### src/rtl/pcm_fs_pkg.sv
package pcm_fs_pkg;
    typedef enum logic [1:0] {
        FS_SEARCH = 2'd0,
        FS_CHECK  = 2'd1,
        FS_LOCK   = 2'd2
    } fs_state_e;

    typedef enum logic [1:0] {
        SEL_FRAME = 2'd0,
        SEL_SYNC  = 2'd1,
        SEL_WORD  = 2'd2,
        SEL_PPS   = 2'd3
    } pulse_sel_e;
endpackage

### src/rtl/pcm_fs_corr.sv
// Sliding-window sync correlator with error tolerance.
module pcm_fs_corr #(
    parameter int SYNC_MAX = 64,
    parameter int TOL_W    = 6,
    localparam int LEN_W   = $clog2(SYNC_MAX + 1)
) (
    input  logic                clk,
    input  logic                rst_n,
    input  logic                bit_en,
    input  logic                bit_in,
    input  logic [SYNC_MAX-1:0] pattern,
    input  logic [LEN_W-1:0]    sync_len,
    input  logic [TOL_W-1:0]    tol,
    output logic                match
);
    localparam int ERR_W = $clog2(SYNC_MAX + 1);

    logic [SYNC_MAX-1:0] hist_q;
    logic [SYNC_MAX-1:0] window;
    logic [SYNC_MAX-1:0] len_mask;
    logic [SYNC_MAX-1:0] diff;
    logic [ERR_W-1:0]    err_cnt;

    assign window = {hist_q[SYNC_MAX-2:0], bit_in};

    // Mask of the bit positions that belong to the programmed sync length
    for (genvar i = 0; i < SYNC_MAX; i++) begin : g_mask
        assign len_mask[i] = (LEN_W'(i) < sync_len);
    end

    assign diff = (window ^ pattern) & len_mask;

    always_comb begin
        err_cnt = '0;
        for (int i = 0; i < SYNC_MAX; i++) begin
            err_cnt = err_cnt + ERR_W'(diff[i]);
        end
    end

    assign match = bit_en && (int'(err_cnt) <= int'(tol));

    always_ff @(posedge clk) begin
        if (!rst_n) begin
            hist_q <= '0;
        end else if (bit_en) begin
            hist_q <= window;
        end
    end
endmodule

### src/rtl/pcm_fs_timing.sv
// Frame-position and word-position counters, realigned on accepted sync.
module pcm_fs_timing #(
    parameter int WLEN_W = 5,
    parameter int POS_W  = 15
) (
    input  logic              clk,
    input  logic              rst_n,
    input  logic              bit_en,
    input  logic              realign,
    input  logic [POS_W-1:0]  frame_len,
    input  logic [WLEN_W-1:0] word_len,
    output logic              at_exp,
    output logic              word_end
);
    logic [POS_W-1:0]  pos_q, pos_inc, pos_last;
    logic [WLEN_W-1:0] wb_q, wb_inc, wb_last;

    assign pos_last = frame_len - POS_W'(1);
    assign wb_last  = word_len - WLEN_W'(1);

    assign pos_inc = (pos_q >= pos_last) ? '0 : pos_q + POS_W'(1);
    assign wb_inc  = (wb_q >= wb_last) ? '0 : wb_q + WLEN_W'(1);

    // The bit now arriving closes a predicted frame
    assign at_exp   = (pos_inc == pos_last);
    assign word_end = realign || (wb_inc == wb_last);

    always_ff @(posedge clk) begin
        if (!rst_n) begin
            pos_q <= '0;
            wb_q  <= '0;
        end else if (bit_en) begin
            pos_q <= realign ? pos_last : pos_inc;
            wb_q  <= realign ? wb_last : wb_inc;
        end
    end
endmodule

### src/rtl/pcm_fs_stretch.sv
// Retriggerable pulse stretcher counted in bit times.
module pcm_fs_stretch #(
    parameter int STR_W = 5
) (
    input  logic             clk,
    input  logic             rst_n,
    input  logic             bit_en,
    input  logic             trig,
    input  logic [STR_W-1:0] len,
    output logic             pulse
);
    logic [STR_W-1:0] cnt_q;

    always_ff @(posedge clk) begin
        if (!rst_n) begin
            cnt_q <= '0;
        end else if (bit_en) begin
            if (trig) begin
                cnt_q <= len;
            end else if (cnt_q != '0) begin
                cnt_q <= cnt_q - STR_W'(1);
            end
        end
    end

    assign pulse = (cnt_q != '0);
endmodule

### src/rtl/pcm_frame_sync.sv
// Minor-frame synchronizer: search / check / lock with hysteresis.
module pcm_frame_sync
    import pcm_fs_pkg::*;
#(
    parameter int SYNC_MAX = 64,
    parameter int TOL_W    = 6,
    parameter int HYST_W   = 5,
    parameter int WLEN_W   = 5,
    parameter int WPF_W    = 10,
    parameter int STR_W    = 5,
    localparam int LEN_W   = $clog2(SYNC_MAX + 1)
) (
    input  logic                clk,
    input  logic                rst_n,
    input  logic                bit_en,
    input  logic                bit_in,
    input  logic                pps_in,
    input  logic [SYNC_MAX-1:0] cfg_sync_pattern,
    input  logic [LEN_W-1:0]    cfg_sync_len,
    input  logic [TOL_W-1:0]    cfg_tolerance,
    input  logic [WLEN_W-1:0]   cfg_word_len,
    input  logic [WPF_W-1:0]    cfg_frame_words,
    input  logic [HYST_W-1:0]   cfg_lock_count,
    input  logic [HYST_W-1:0]   cfg_loss_count,
    input  logic [STR_W-1:0]    cfg_stretch,
    input  logic [1:0]          cfg_pulse_sel,
    output logic                locked,
    output logic                sync_found,
    output logic                frame_pulse,
    output logic                word_pulse,
    output logic                sel_pulse
);
    localparam int POS_W  = WPF_W + WLEN_W;
    localparam int HW1    = HYST_W + 1;
    localparam int N_STR  = 2;
    localparam int IX_FRM = 0;
    localparam int IX_SYN = 1;

    fs_state_e         state_q, state_d;
    logic [HYST_W-1:0] mcnt_q, mcnt_d;
    logic [HYST_W-1:0] miss_q, miss_d;
    logic              word_q;

    logic              match;
    logic              at_exp;
    logic              word_end;
    logic              realign;
    logic              frame_end;
    logic [POS_W-1:0]  frame_len;
    logic [N_STR-1:0]  str_trig;
    logic [N_STR-1:0]  str_pulse;

    assign frame_len = POS_W'(cfg_frame_words) * POS_W'(cfg_word_len);

    pcm_fs_corr #(
        .SYNC_MAX (SYNC_MAX),
        .TOL_W    (TOL_W)
    ) u_corr (
        .clk      (clk),
        .rst_n    (rst_n),
        .bit_en   (bit_en),
        .bit_in   (bit_in),
        .pattern  (cfg_sync_pattern),
        .sync_len (cfg_sync_len),
        .tol      (cfg_tolerance),
        .match    (match)
    );

    assign realign = bit_en && (state_q == FS_SEARCH) && match;

    pcm_fs_timing #(
        .WLEN_W (WLEN_W),
        .POS_W  (POS_W)
    ) u_timing (
        .clk       (clk),
        .rst_n     (rst_n),
        .bit_en    (bit_en),
        .realign   (realign),
        .frame_len (frame_len),
        .word_len  (cfg_word_len),
        .at_exp    (at_exp),
        .word_end  (word_end)
    );

    // Next-state and hysteresis counters
    always_comb begin
        state_d = state_q;
        mcnt_d  = mcnt_q;
        miss_d  = miss_q;
        if (bit_en) begin
            unique case (state_q)
                FS_SEARCH: begin
                    if (match) begin
                        mcnt_d  = HYST_W'(1);
                        miss_d  = '0;
                        state_d = (cfg_lock_count <= HYST_W'(1)) ? FS_LOCK : FS_CHECK;
                    end
                end
                FS_CHECK: begin
                    if (at_exp) begin
                        if (match) begin
                            if ((HW1'(mcnt_q) + HW1'(1)) >= HW1'(cfg_lock_count)) begin
                                state_d = FS_LOCK;
                                miss_d  = '0;
                            end else begin
                                mcnt_d = mcnt_q + HYST_W'(1);
                            end
                        end else begin
                            state_d = FS_SEARCH;
                            mcnt_d  = '0;
                        end
                    end
                end
                FS_LOCK: begin
                    if (at_exp) begin
                        if (match) begin
                            miss_d = '0;
                        end else if ((HW1'(miss_q) + HW1'(1)) >= HW1'(cfg_loss_count)) begin
                            state_d = FS_SEARCH;
                            miss_d  = '0;
                            mcnt_d  = '0;
                        end else begin
                            miss_d = miss_q + HYST_W'(1);
                        end
                    end
                end
                default: state_d = FS_SEARCH;
            endcase
        end
    end

    // State register
    always_ff @(posedge clk) begin
        if (!rst_n) begin
            state_q <= FS_SEARCH;
            mcnt_q  <= '0;
            miss_q  <= '0;
        end else begin
            state_q <= state_d;
            mcnt_q  <= mcnt_d;
            miss_q  <= miss_d;
        end
    end

    // Output triggers
    assign frame_end        = (state_q == FS_SEARCH) ? match : at_exp;
    assign str_trig[IX_FRM] = bit_en && (state_d == FS_LOCK) && frame_end;
    assign str_trig[IX_SYN] = bit_en && frame_end && match;

    for (genvar g = 0; g < N_STR; g++) begin : g_str
        pcm_fs_stretch #(
            .STR_W (STR_W)
        ) u_str (
            .clk    (clk),
            .rst_n  (rst_n),
            .bit_en (bit_en),
            .trig   (str_trig[g]),
            .len    (cfg_stretch),
            .pulse  (str_pulse[g])
        );
    end

    always_ff @(posedge clk) begin
        if (!rst_n) begin
            word_q <= 1'b0;
        end else if (bit_en) begin
            word_q <= (state_d == FS_LOCK) && word_end;
        end
    end

    assign locked      = (state_q == FS_LOCK);
    assign frame_pulse = str_pulse[IX_FRM];
    assign sync_found  = str_pulse[IX_SYN];
    assign word_pulse  = word_q;

    always_comb begin
        unique case (pulse_sel_e'(cfg_pulse_sel))
            SEL_FRAME: sel_pulse = frame_pulse;
            SEL_SYNC:  sel_pulse = sync_found;
            SEL_WORD:  sel_pulse = word_pulse;
            SEL_PPS:   sel_pulse = pps_in;
            default:   sel_pulse = 1'b0;
        endcase
    end
endmodule

### config.mk
export PLATFORM = sky130hd
export DESIGN_NAME = pcm_frame_sync
export DESIGN_NICKNAME = d
export VERILOG_FILES = /design/src/rtl/pcm_fs_pkg.sv /design/src/rtl/pcm_fs_corr.sv /design/src/rtl/pcm_fs_timing.sv /design/src/rtl/pcm_fs_stretch.sv /design/src/rtl/pcm_frame_sync.sv
export SDC_FILE = /design/constraint.sdc
export NUM_CORES = 1
export LEC_CHECK = 0
export ABC_AREA = 1
export BUFFER_PORTS_ARGS = -buffer_cell sky130_fd_sc_hd__buf_2
export CAP_MARGIN = 20
export CORE_MARGIN = 2
export CORE_UTILIZATION = 55
export DETAILED_ROUTE_END_ITERATION = 8
export PLACE_DENSITY = 0.78
export SYNTH_ARGS = -nofsm -noshare
export SYNTH_HDL_FRONTEND = slang
export SYNTH_HIERARCHICAL = 1
export SYNTH_SLANG_ARGS = --single-unit
export TNS_END_PERCENT = 30
### constraint.sdc
create_clock -name clk -period 13 [get_ports clk]
set_clock_uncertainty 0.15 [all_clocks]
set_input_delay 1.3 -clock clk [delete_from_list [all_inputs] [get_ports clk]]
set_output_delay 1.3 -clock clk [all_outputs]
set_load 0.05 [all_outputs]
==> summary.md <==
| Metric | Value |
|---|---|
| Max incr delay on CP | `660 ps` |
| Syn Nets | `1863` |
| CTS Buffer Depth | `2` |
| CP dominant cell by count | `fa_1` |
| Crit path DAT | `between 10000 and 15000 ps` |
| # nets final | `roughly 2000` |
| Drt pass-1 iters | `7` |
| Antenna-violating nets left | `0` |
| Yosys reg bits | `between 100 and 150` |
| Synth Instances | `between 1500 and 2000` |
| Top Metal Used | `met4` |
| Row count | `52` |
| Top FF cell, synth | `dfxtp_1` |
| Slowest CP cell | `a21oi_1` |
| Initial antenna violation count | `2` |
| Avg WL per Cell | `~14 µm` |
| Total GRT Usage | `0.2589` |
| Initial Utilization | `0.5598` |
| Pin count of the biggest net entering global routing | `90` |
| Startpoint types | `primary input` |
| Least-Margin Pin Slew | `just over 900 ps` |
| Critical Path RT | `about 13000 ps` |
| Register area share after synthesis | `0.1879` |
| Residual DRC | `0` |
| Total CTS buffers | `9` |
| Vias in the first global route | `between 9000 and 10000` |
| Reg2Reg Launch Point | `u_corr/hist_q[16]$_SDFFE_PN0P_` |
| Worst reg-to-reg path cell count | `33` |
| I/O Pins | `between 100 and 150` |
| Clock latency on the worst-skew pair | `roughly 350 ps` |
| WL met3 | `1809 µm` |
| Setup TNS | `0 ps` |
| Total grt overflow | `0` |
| Mapped cell area | `11290 µm²` |
| First-pass GRT wire length | `about 46000 µm` |
| Slew headroom | `0.3964` |
| Max Fclk | `89.80 MHz` |
| Count of cell types in the netlist | `53` |
| DR vias | `~10000` |
| Final slew viol count | `0` |
| CTS tree | `yes` |
| Hold path startpoint | `g_str[0].u_str/cnt_q[4]$_SDFFE_PN0P_` |
| Root buffer cell | `clkbuf_16` |
| Clk sinks | `about 110` |
| Crit Path Max Fanout | `20` |
| Final setup violation count | `0` |
| WL met1 | `around 13000 µm` |
| Clock-pin slew on the worst setup and hold paths | `around 80 ps` |
| Reg2reg setup slack | `~3200 ps` |
| Post-CTS resize count | `0` |
| Final WL | `about 28000 µm` |
| Final Hold Fails | `0` |
| Crit Path Class | `primary input to register` |
| Post-synth EDFFs | `0` |
| Die Footprint | `about 22000 µm²` |
| Vias/cell | `approximately 5.3` |
| Period minus WS final | `about 11000 ps` |
| Outcome | `finished clean` |
| Max-cap viol count | `0` |
| Crit. Startpoint | `cfg_sync_len[6]` |
| Share of cells above drive strength 1 | `0.1244` |
| Post-Syn Area per Cell | `7.119 µm²` |
| First DRT Iteration DRCs | `797` |
| PortBufs | `approximately 120` |
| WL met2 | `12940 µm` |
| RSZ-0062 raised after global routing | `false` |
| Die width | `around 150 µm` |
| FF-to-FF End | `u_timing/pos_q[3]$_SDFFE_PN0P_` |
| Worst setup EP type | `register` |
| RD Place Congestion | `approximately 0.96` |
| Layout area overhead | `9.730%` |
| Core Footprint | `around 20000 µm²` |
| Synth Warn # | `6` |
| Hold WC Path Type | `register to register` |
| Setup Buffers After CTS | `0` |
| Crit path to | `u_timing/pos_q[3]$_SDFFE_PN0P_` |
| Fraction of registers with async set/reset | `0` |
| Chip height | `between 100 and 150 µm` |
| Hold-fix buffers, CTS | `0` |
| Final period utilization | `0.8567` |
| CTS H-tree depth | `3` |
| Detailed placement HPWL | `21520 µm` |
==> sequential cells by signal, summed over array words and instances (netlist names) <==
register           flops
u_corr/hist_q         63
u_timing/pos_q        15
mcnt_q                 5
u_timing/wb_q          5
state_q                2
miss_q                 5
g_str.u_str/cnt_q     10
word_pulse             1
==> logic make-up after synthesis <==
| group | Yosys count | synth area share |
|---|---|---|
| AOI/OAI and AO/OA | 245 | 0.1294 |
| adders and majority gates | 163 | 0.2325 |
| buffers and inverters | 323 | 0.1141 |
| DFF | 106 | 0.1879 |
| xor gates and xnor gates | 108 | 0.08378 |
| and+or+nand+nor | 641 | 0.2522 |
==> metal layers <==
| metal | GRT usage | vias up |
|---|---|---|
| met5 | 0 | - |
| met4 | 0.05144 | 0 |
| met1 | 0.3625 | 4833 |
| met2 | 0.4327 | 356 |
| met3 | 0.03292 | 20 |
| li1 | - | 5194 |
==> cell usage after synthesis, types with 6 or more instances <==
cell | number | area [µm²]
a211oi_1 | 7 | 52.55
a211oi_2 | 7 | 87.58
a21oi_1 | 76 | 380.4
buf_6 | 8 | 90.09
clkbuf_1 | 31 | 116.4
dfxtp_1 | 106 | 2122
fa_1 | 78 | 1562
ha_1 | 85 | 1064
inv_1 | 261 | 979.7
inv_2 | 11 | 41.29
nand2_1 | 275 | 1032
nand2_2 | 13 | 81.33
nand3_1 | 60 | 300.3
nand4_1 | 29 | 181.4
nor2_1 | 218 | 818.3
nor2_2 | 6 | 37.54
nor2_4 | 8 | 90.09
nor3_1 | 10 | 50.05
o211ai_1 | 28 | 210.2
o21ai_0 | 80 | 400.4
o21ai_1 | 23 | 115.1
xnor2_1 | 41 | 359.1
xor2_1 | 67 | 586.8
==> placed cells by master, fill, tap and decap left out, types with 4 or more instances in the layout <==
master / synthesis / final
nor2_2: 6 / 6
clkbuf_16: 0 / 9
dfxtp_1: 106 / 106
o21ai_1: 23 / 23
inv_1: 261 / 261
nor2_1: 218 / 218
nand3_1: 60 / 60
buf_4: 3 / 4
o21ai_0: 80 / 80
nand4_1: 29 / 29
fa_1: 78 / 78
nand3_2: 5 / 5
o221ai_1: 4 / 4
nand2_1: 275 / 275
buf_2: 3 / 118
inv_2: 11 / 11
nand2_2: 13 / 13
a211oi_2: 7 / 7
xnor2_1: 41 / 41
a21oi_1: 76 / 76
ha_1: 85 / 85
nor2_4: 8 / 8
o211ai_1: 28 / 28
xor2_1: 67 / 67
clkinv_1: 4 / 4
a211oi_1: 7 / 7
nor3_1: 10 / 10
==> critical path, delay by kind of cell <==
family / cells / cell delay (ps)
xor+xnor: 1 / 170
fa+ha+maj: 11 / 4980
simple gates: 11 / 1920
buf+inv: 10 / 1680
compound gates: 5 / 1180
==> how the worst min path moves through the flow <==
stage | end | slack (ps) | cells after the start
3_3_place_gp | g_str[1].u_str/cnt_q[4]$_SDFFE_PN0P_ | 300 | 2
4_1_cts | g_str[0].u_str/cnt_q[4]$_SDFFE_PN0P_ | 310 | 2
2_1_floorplan | g_str[0].u_str/cnt_q[4]$_SDFFE_PN0P_ | 290 | 2
6_report | g_str[0].u_str/cnt_q[4]$_SDFFE_PN0P_ | 310 | 2
3_5_place_dp | g_str[0].u_str/cnt_q[4]$_SDFFE_PN0P_ | 300 | 2
5_1_grt | g_str[0].u_str/cnt_q[4]$_SDFFE_PN0P_ | 330 | 2
==> through the flow <==
stage               instance area (µm²)  instances    util  setup slack [ps]  hold WS [ps]
floorplan                         11290       1586       -              3423         286.7
global placement                  12000       1932  0.5950              1842         300.2
detailed placement                12000       1932  0.5950              1521         304.4
CTS                               12360       1948  0.6130              1897         314.8
global route                      12390       1950  0.6141              1133         331.9
finish                            12390       1951  0.6143              1864         314.0
==> cell type report <==
class                   count  area (µm²)
diodes                      1       2.502
flip-flops and latches    106        2122
repair buffers            124       643.1
clock buffers              10       239.0
inverters                 277        1041
multi-input cells        1157        7880
well taps                 270       337.8
fillers                  1858        7780
clock inverters             6       123.9
Power is not shown: default switching activity piles up to over one toggle a cycle in this logic, so the estimate is an artifact.
